--- src/rtl/esb_pkg.sv ---
// Shared types for the paired event-state page controller.
// Assumes P is held in bit 1 and Q in bit 0 of every state.
package esb_pkg;

    typedef logic [1:0] pq_t;

    localparam pq_t PQ_RESET = 2'b00;
    localparam int  OFF_W    = 12;

    // Operation chosen by access direction and page offset.
    typedef enum logic [2:0] {
        OP_LD_EOI,
        OP_LD_QUERY,
        OP_LD_SET,
        OP_ST_TRIG,
        OP_ST_EOI,
        OP_ST_INJECT,
        OP_BAD
    } esb_op_e;

endpackage

--- src/rtl/esb_decode.sv ---
// Address decoder: splits a request address into queue number, page parity,
// operation and forced value, and flags every illegal access.
// Assumes PAGE_SHIFT >= 12 so the operation offset sits below the parity bit.
module esb_decode
    import esb_pkg::*;
#(
    parameter int PAGE_SHIFT = 12,
    parameter int ADDR_W     = 24,
    parameter int N_QUEUES   = 6,
    parameter int SEL_W      = 3
) (
    input  logic              we,
    input  logic [3:0]        size,
    input  logic [ADDR_W-1:0] addr,
    output esb_op_e           op,
    output logic [SEL_W-1:0]  queue,
    output logic              odd,
    output pq_t               set_val,
    output logic              fault
);
    localparam int IDX_W = ADDR_W - PAGE_SHIFT - 1;

    logic [IDX_W-1:0] idx_full;
    logic [OFF_W-1:0] off;
    logic             in_range;

    assign idx_full = addr[ADDR_W-1:PAGE_SHIFT+1];
    assign off      = addr[OFF_W-1:0];
    assign odd      = addr[PAGE_SHIFT];
    assign queue    = idx_full[SEL_W-1:0];
    assign set_val  = off[9:8];
    assign in_range = (int'(idx_full) < N_QUEUES);

    // Map direction and offset range onto an operation.
    always_comb begin
        if (we) begin
            unique case (off[11:10])
                2'b00:   op = OP_ST_TRIG;
                2'b01:   op = OP_ST_EOI;
                2'b10:   op = OP_ST_INJECT;
                default: op = OP_BAD;
            endcase
        end else begin
            if (!off[11])        op = OP_LD_EOI;
            else if (!off[10])   op = OP_LD_QUERY;
            else                 op = OP_LD_SET;
        end
    end

    // Collect every reason to reject the access.
    always_comb begin
        fault = (size != 4'd8) || !in_range || (op == OP_BAD)
                || ((op == OP_ST_INJECT) && odd);
    end

endmodule

--- src/rtl/esb_pq_alu.sv ---
// Next-state logic for one two-bit state: computes the updated state,
// the small load result and whether a notification is due.
// Purely combinational; assumes the caller discards results on a fault.
module esb_pq_alu
    import esb_pkg::*;
(
    input  esb_op_e    op,
    input  pq_t        cur,
    input  pq_t        set_val,
    output pq_t        nxt,
    output logic [1:0] ld_data,
    output logic       notify
);
    logic flag;

    // Apply the selected operation to the current state.
    always_comb begin
        nxt     = cur;
        flag    = 1'b0;
        ld_data = 2'b00;
        unique case (op)
            OP_LD_EOI, OP_ST_EOI: begin
                flag = cur[0];
                nxt  = cur[0] ? 2'b10 : 2'b00;
                if (op == OP_LD_EOI) ld_data = {1'b0, cur[0]};
            end
            OP_LD_QUERY: ld_data = cur;
            OP_LD_SET: begin
                nxt     = set_val;
                ld_data = cur;
            end
            OP_ST_TRIG: begin
                unique case (cur)
                    2'b00: begin nxt = 2'b10; flag = 1'b1; end
                    2'b01: nxt = 2'b01;
                    default: nxt = 2'b11;
                endcase
            end
            OP_ST_INJECT: flag = 1'b1;
            default: ;
        endcase
    end

    // Only stores may ask for a notification.
    always_comb begin
        notify = flag && (op inside {OP_ST_TRIG, OP_ST_EOI, OP_ST_INJECT});
    end

endmodule

--- src/rtl/esb_state_file.sv ---
// Register file holding a notification state and an escalation state per
// queue. One combinational read port and one write port.
// Assumes the writer only enables a write for an in-range queue.
module esb_state_file
    import esb_pkg::*;
#(
    parameter int N_QUEUES = 6,
    parameter int SEL_W    = 3
) (
    input  logic             clk,
    input  logic             rst_n,
    input  logic [SEL_W-1:0] rd_queue,
    input  logic             rd_odd,
    output pq_t              rd_val,
    input  logic             wr_en,
    input  logic [SEL_W-1:0] wr_queue,
    input  logic             wr_odd,
    input  pq_t              wr_val
);
    pq_t ntf_q [N_QUEUES];
    pq_t esc_q [N_QUEUES];

    for (genvar g = 0; g < N_QUEUES; g++) begin : g_queue
        // Hold and update the two states of queue g.
        always_ff @(posedge clk) begin
            if (!rst_n) begin
                ntf_q[g] <= PQ_RESET;
                esc_q[g] <= PQ_RESET;
            end else if (wr_en && (int'(wr_queue) == g)) begin
                if (wr_odd) esc_q[g] <= wr_val;
                else        ntf_q[g] <= wr_val;
            end
        end
    end

    // Select the addressed state; out-of-range queues read as reset value.
    always_comb begin
        rd_val = PQ_RESET;
        for (int i = 0; i < N_QUEUES; i++) begin
            if (int'(rd_queue) == i) rd_val = rd_odd ? esc_q[i] : ntf_q[i];
        end
    end

endmodule

--- src/rtl/esb_mmio.sv ---
// Top of the paired event-state page controller. It decodes one access per
// cycle, updates the addressed state and registers the response and notify.
// Assumes PAGE_SHIFT is 12 or 16 and N_QUEUES >= 1. Store data is not used.
module esb_mmio
    import esb_pkg::*;
#(
    parameter int PAGE_SHIFT = 12,
    parameter int N_QUEUES   = 6,
    parameter int ADDR_W     = 24,
    localparam int SEL_W     = (N_QUEUES > 1) ? $clog2(N_QUEUES) : 1
) (
    input  logic              clk,
    input  logic              rst_n,
    input  logic              req_valid,
    input  logic              req_we,
    input  logic [3:0]        req_size,
    input  logic [ADDR_W-1:0] req_addr,
    output logic              rsp_valid,
    output logic [63:0]       rsp_data,
    output logic              rsp_err,
    output logic              notify_pulse,
    output logic [SEL_W-1:0]  notify_queue,
    output logic              notify_escal
);
    esb_op_e          op;
    logic [SEL_W-1:0] queue;
    logic             odd;
    pq_t              set_val;
    logic             fault;
    pq_t              cur;
    pq_t              nxt;
    logic [1:0]       ld_data;
    logic             alu_notify;
    logic             wr_en;

    esb_decode #(
        .PAGE_SHIFT (PAGE_SHIFT),
        .ADDR_W     (ADDR_W),
        .N_QUEUES   (N_QUEUES),
        .SEL_W      (SEL_W)
    ) u_decode (
        .we      (req_we),
        .size    (req_size),
        .addr    (req_addr),
        .op      (op),
        .queue   (queue),
        .odd     (odd),
        .set_val (set_val),
        .fault   (fault)
    );

    esb_state_file #(
        .N_QUEUES (N_QUEUES),
        .SEL_W    (SEL_W)
    ) u_states (
        .clk      (clk),
        .rst_n    (rst_n),
        .rd_queue (queue),
        .rd_odd   (odd),
        .rd_val   (cur),
        .wr_en    (wr_en),
        .wr_queue (queue),
        .wr_odd   (odd),
        .wr_val   (nxt)
    );

    esb_pq_alu u_alu (
        .op      (op),
        .cur     (cur),
        .set_val (set_val),
        .nxt     (nxt),
        .ld_data (ld_data),
        .notify  (alu_notify)
    );

    // Write back only for a legal access whose state actually moves.
    always_comb begin
        wr_en = req_valid && !fault && (nxt != cur);
    end

    // Register the response and the notify pulse for one cycle.
    always_ff @(posedge clk) begin
        if (!rst_n) begin
            rsp_valid    <= 1'b0;
            rsp_data     <= '0;
            rsp_err      <= 1'b0;
            notify_pulse <= 1'b0;
            notify_queue <= '0;
            notify_escal <= 1'b0;
        end else begin
            rsp_valid    <= req_valid;
            rsp_err      <= req_valid && fault;
            notify_pulse <= req_valid && !fault && alu_notify;
            if (req_valid) begin
                rsp_data     <= fault ? '1 : {62'b0, ld_data};
                notify_queue <= queue;
                notify_escal <= odd;
            end
        end
    end

endmodule

--- config.mk ---
export PLATFORM = sky130hd
export DESIGN_NAME = esb_mmio
export DESIGN_NICKNAME = d
export VERILOG_FILES = /design/src/rtl/esb_pkg.sv /design/src/rtl/esb_decode.sv /design/src/rtl/esb_pq_alu.sv /design/src/rtl/esb_state_file.sv /design/src/rtl/esb_mmio.sv
export SDC_FILE = /design/constraint.sdc
export NUM_CORES = 1
export LEC_CHECK = 0
export BUFFER_PORTS_ARGS = -buffer_cell sky130_fd_sc_hd__buf_2
export CAP_MARGIN = 20
export CORE_MARGIN = 2
export CORE_UTILIZATION = 53
export CTS_CLUSTER_DIAMETER = 120
export CTS_CLUSTER_SIZE = 20
export DETAILED_ROUTE_END_ITERATION = 7
export PLACE_DENSITY = 0.94
export SYNTH_ARGS = -nofsm -noshare
export SYNTH_HDL_FRONTEND = slang
export SYNTH_SLANG_ARGS = --single-unit
--- constraint.sdc ---
create_clock -name clk -period 8.8 [get_ports clk]
set_input_delay 1.76 -clock clk [delete_from_list [all_inputs] [get_ports clk]]
set_output_delay 1.76 -clock clk [all_outputs]
set_load 0.02 [all_outputs]
==> run metrics <==
total grt overflow 0; measured slew at the worst slew-check pin about 650 ps; status complete, no violations; Finished Cell Area around 2800 µm²; syn avg cell area approximately 10 µm²; Max-slew headroom 56.6%; highest clock rate between 200 and 250 MHz; Antenna Cells 0; CTS tree built; Tcrit/Tclk final 53.8%; Seq/Total Area, Yosys 34.8%; die area 5570 µm²; worst vdd ir about 75 µV; CTS buffer count 5; Clock Latency Late Sink between 200 and 300 ps; xor-xnor portion of the synthesized cell area 0%; Synth Warn # 0; vias approximately 2,000; Final Setup Violations 0; largest net degree at the start of global routing 63; # H-tree levels 2; Post-CTS Setup Bufs 0; Slew Viols, Final 0; number of routed nets with antenna violations 0; Iteration-0 DRC Markers 133; fin worst setup slack 4070 ps; clock root cell clkbuf_8; dpl hpwl between 3000 and 4000 µm; critical-path maximum fanout 36; Critical Path Max Stage Delay 580 ps; post-synthesis simple-gate area fraction 21.0%; main combinational cell family by area after synthesis buffers and inverters; vias in the first global route 1,869; Initial Util 55.6%; clk sink count 34; multiplexer area fraction after synthesis approximately 6.3%; max cap viols 0; Reg clk slew, reported paths roughly 70 ps; PwrDens 156 nW/µm²; Filler cells 420; TNS Setup 0 ps; Worst setup SP type primary input; sequential share of power 41.5%; total chip power 0.000432 W; top_reg_cell synth edfxtp_1; final wirelength 5490 µm; worst path required time between 8000 and 9000 ps; Avg WL per Cell 15.3 µm; Final Wtd Congestion ~0.84; remaining routing DRC violations 0; GRT Util Overall roughly a fifth; WP buf/inv 3; CORE AREA 4750 µm²; Gate Count Post-Synth 266; Setup crit end kind register; Synth Area in Adders 1.89%; Internal Dissipation 0.000281 W; Async S/R FF share, synth 0%; combinational group share of total power 30.8%; Cell Area, Synth 2640 µm²; CP top delay family compound AO/OA/AOI/OAI gates; sw power 0.000151 W; clock period minus worst slack approximately 4700 ps; slowest CP cell o41ai_1; Critical Path Most Common Cell a221oi_1; Final Hold Vio Count 0; number of flops mapped to enable cells by yosys 24; first-pass GRT wire length about 8600 µm; DP Area approximately 2700 µm²; Clk pwr share between 20 and 30%; drt pass-1 iters 5; Sw Ratio between 30% and 40%; IO Pins roughly 100; Synth Register Bits 34; Die X-Extent around 75 µm; critical path data arrival time 4660 ps; share of layout cells above drive strength 1 44.0%; area added between synthesis and finish 4.40%; leak pwr around 1.1 nW; FP Rows 25; crit-path cells buf_2 > mux2i_1 > a221oi_1 > a221oi_1 > inv_1 > nor3_1 > nor3_4 > buf_4 > o41ai_1; RSZ-0062 raised after global routing no; Resized cells post-CTS 0; post-DR vias/cell 5.56; syn nets roughly 300; DP Worst Slack 3790 ps; cts hold-fix bufs 0; Die Ht between 70 and 80 µm; I/O Buffers 94; CTS max path bufs 2; skew final 5.22 ps; worst hold slack 491 ps; WS Path Type primary input to register; Compound-Gate Fraction of Synth Area 13.8%; HP Class register to register; count of different cell masters after synthesis 49; Layout Nets roughly 330; initial antenna violation count 0
[stage by stage]
stage          utilization [%]  cells
2_1_floorplan                -    266
3_3_place_gp              56.0    351
3_5_place_dp              56.0    351
4_1_cts                   57.9    359
5_1_grt                   58.0    360
6_report                  58.0    360
[synth_stat cells, types with 3 or more instances]
master    number  area share, %
buf_4         62             18
edfxtp_1      24             27
nor3_1        17            3.2
mux2i_1       14            5.3
nor2_1        11            1.6
dfxtp_1       10            7.6
nor4_2         9            4.3
clkbuf_1       8            1.1
nand2_1        8            1.1
inv_1          7           0.99
nand3_1        7            1.3
o21ai_0        7            1.3
or3_1          7            1.7
nor2b_1        6            1.4
o41ai_1        6            2.0
a21oi_1        5           0.95
buf_2          5           0.95
o31ai_1        5            1.4
ha_1           4            1.9
nor4_1         4           0.95
buf_6          3            1.3
nand2b_1       3           0.71
nand3b_1       3           0.85
[final timing paths]
kind,startpoint,endpoint,slack [ps],depth (start not counted)
setup / recovery,req_addr[12],u_states.esc_q[0][1]$_SDFFCE_PN0P_,4070,9
hold / removal,notify_queue[1]$_SDFFE_PN0P_,notify_queue[1]$_SDFFE_PN0P_,490,2
setup reg to reg,u_states.esc_q[0][2]$_SDFFCE_PN0P_,u_states.esc_q[0][1]$_SDFFCE_PN0P_,5780,8
hold reg to reg,notify_queue[1]$_SDFFE_PN0P_,notify_queue[1]$_SDFFE_PN0P_,490,2
[worst reg2reg max path: cells and delay by family (launching register included)]
family	cells	cell delay, ps
AOI/OAI and AO/OA	3	1270
buffers and inverters	2	460
DFF	1	360
muxes	1	180
and+or+nand+nor	2	390
[cell families (layout without fill, tap and decap cells)]
logic type      Yosys count  count (layout)
mux                      15              15
buf+inv                  86             113
fa+ha+maj                 4               4
compound gates           41              41
simple gates             86              86
flops                    34              34
[sequential cells by signal (all words and copies together) (netlist names)]
signal / cells
rsp_valid: 1
rsp_err: 1
rsp_data: 3
u_states.esc_q: 12
notify_pulse: 1
notify_escal: 1
u_states.ntf_q: 12
notify_queue: 3
[cells in the final DEF (no fill, tap or decap), types with 5 or more instances in the layout]
cell / synthesis / routed
buf_2: 5 / 94
edfxtp_1: 24 / 24
nor3_1: 17 / 17
mux2i_1: 14 / 14
nor2_1: 11 / 11
dfxtp_1: 10 / 10
nor4_2: 9 / 9
nand2_1: 8 / 8
inv_1: 7 / 7
o21ai_0: 7 / 7
nand3_1: 7 / 7
or3_1: 7 / 7
nor2b_1: 6 / 6
o41ai_1: 6 / 6
clkbuf_8: 0 / 6
a21oi_1: 5 / 5
o31ai_1: 5 / 5
[metal layers]
metal  routed length, µm  global-route usage [%]
met4                 114                    11.7
met2                2840                    33.9
met1                2180                    24.9
met5                   0                       0
met3                 359                    3.88
[cell type report]
cell class / instances / area, µm² / area share, %
inverter: 7 / 26.3 / 0.952
sequential: 34 / 921 / 33.4
tap: 67 / 83.8 / 3.04
timing repair buffer: 98 / 500 / 18.1
multi-input combinational: 146 / 1140 / 41.2
clock buffer: 8 / 90.1 / 3.27
[power groups by stage]
| stage | Clock [W] | Combinational [W] | Sequential (W) |
|---|---|---|---|
| 4_1_cts | 0.000120 | 0.000131 | 0.000179 |
| 3_5_place_dp | 0 | 0.000131 | 0.000183 |
| 5_1_grt | 0.000124 | 0.000142 | 0.000180 |
| 6_report | 0.000119 | 0.000133 | 0.000179 |
| 3_3_place_gp | 0 | 0.000127 | 0.000182 |
| 2_1_floorplan | 0 | 0.000117 | 0.000189 |
Power figures use the tool's default switching activity.
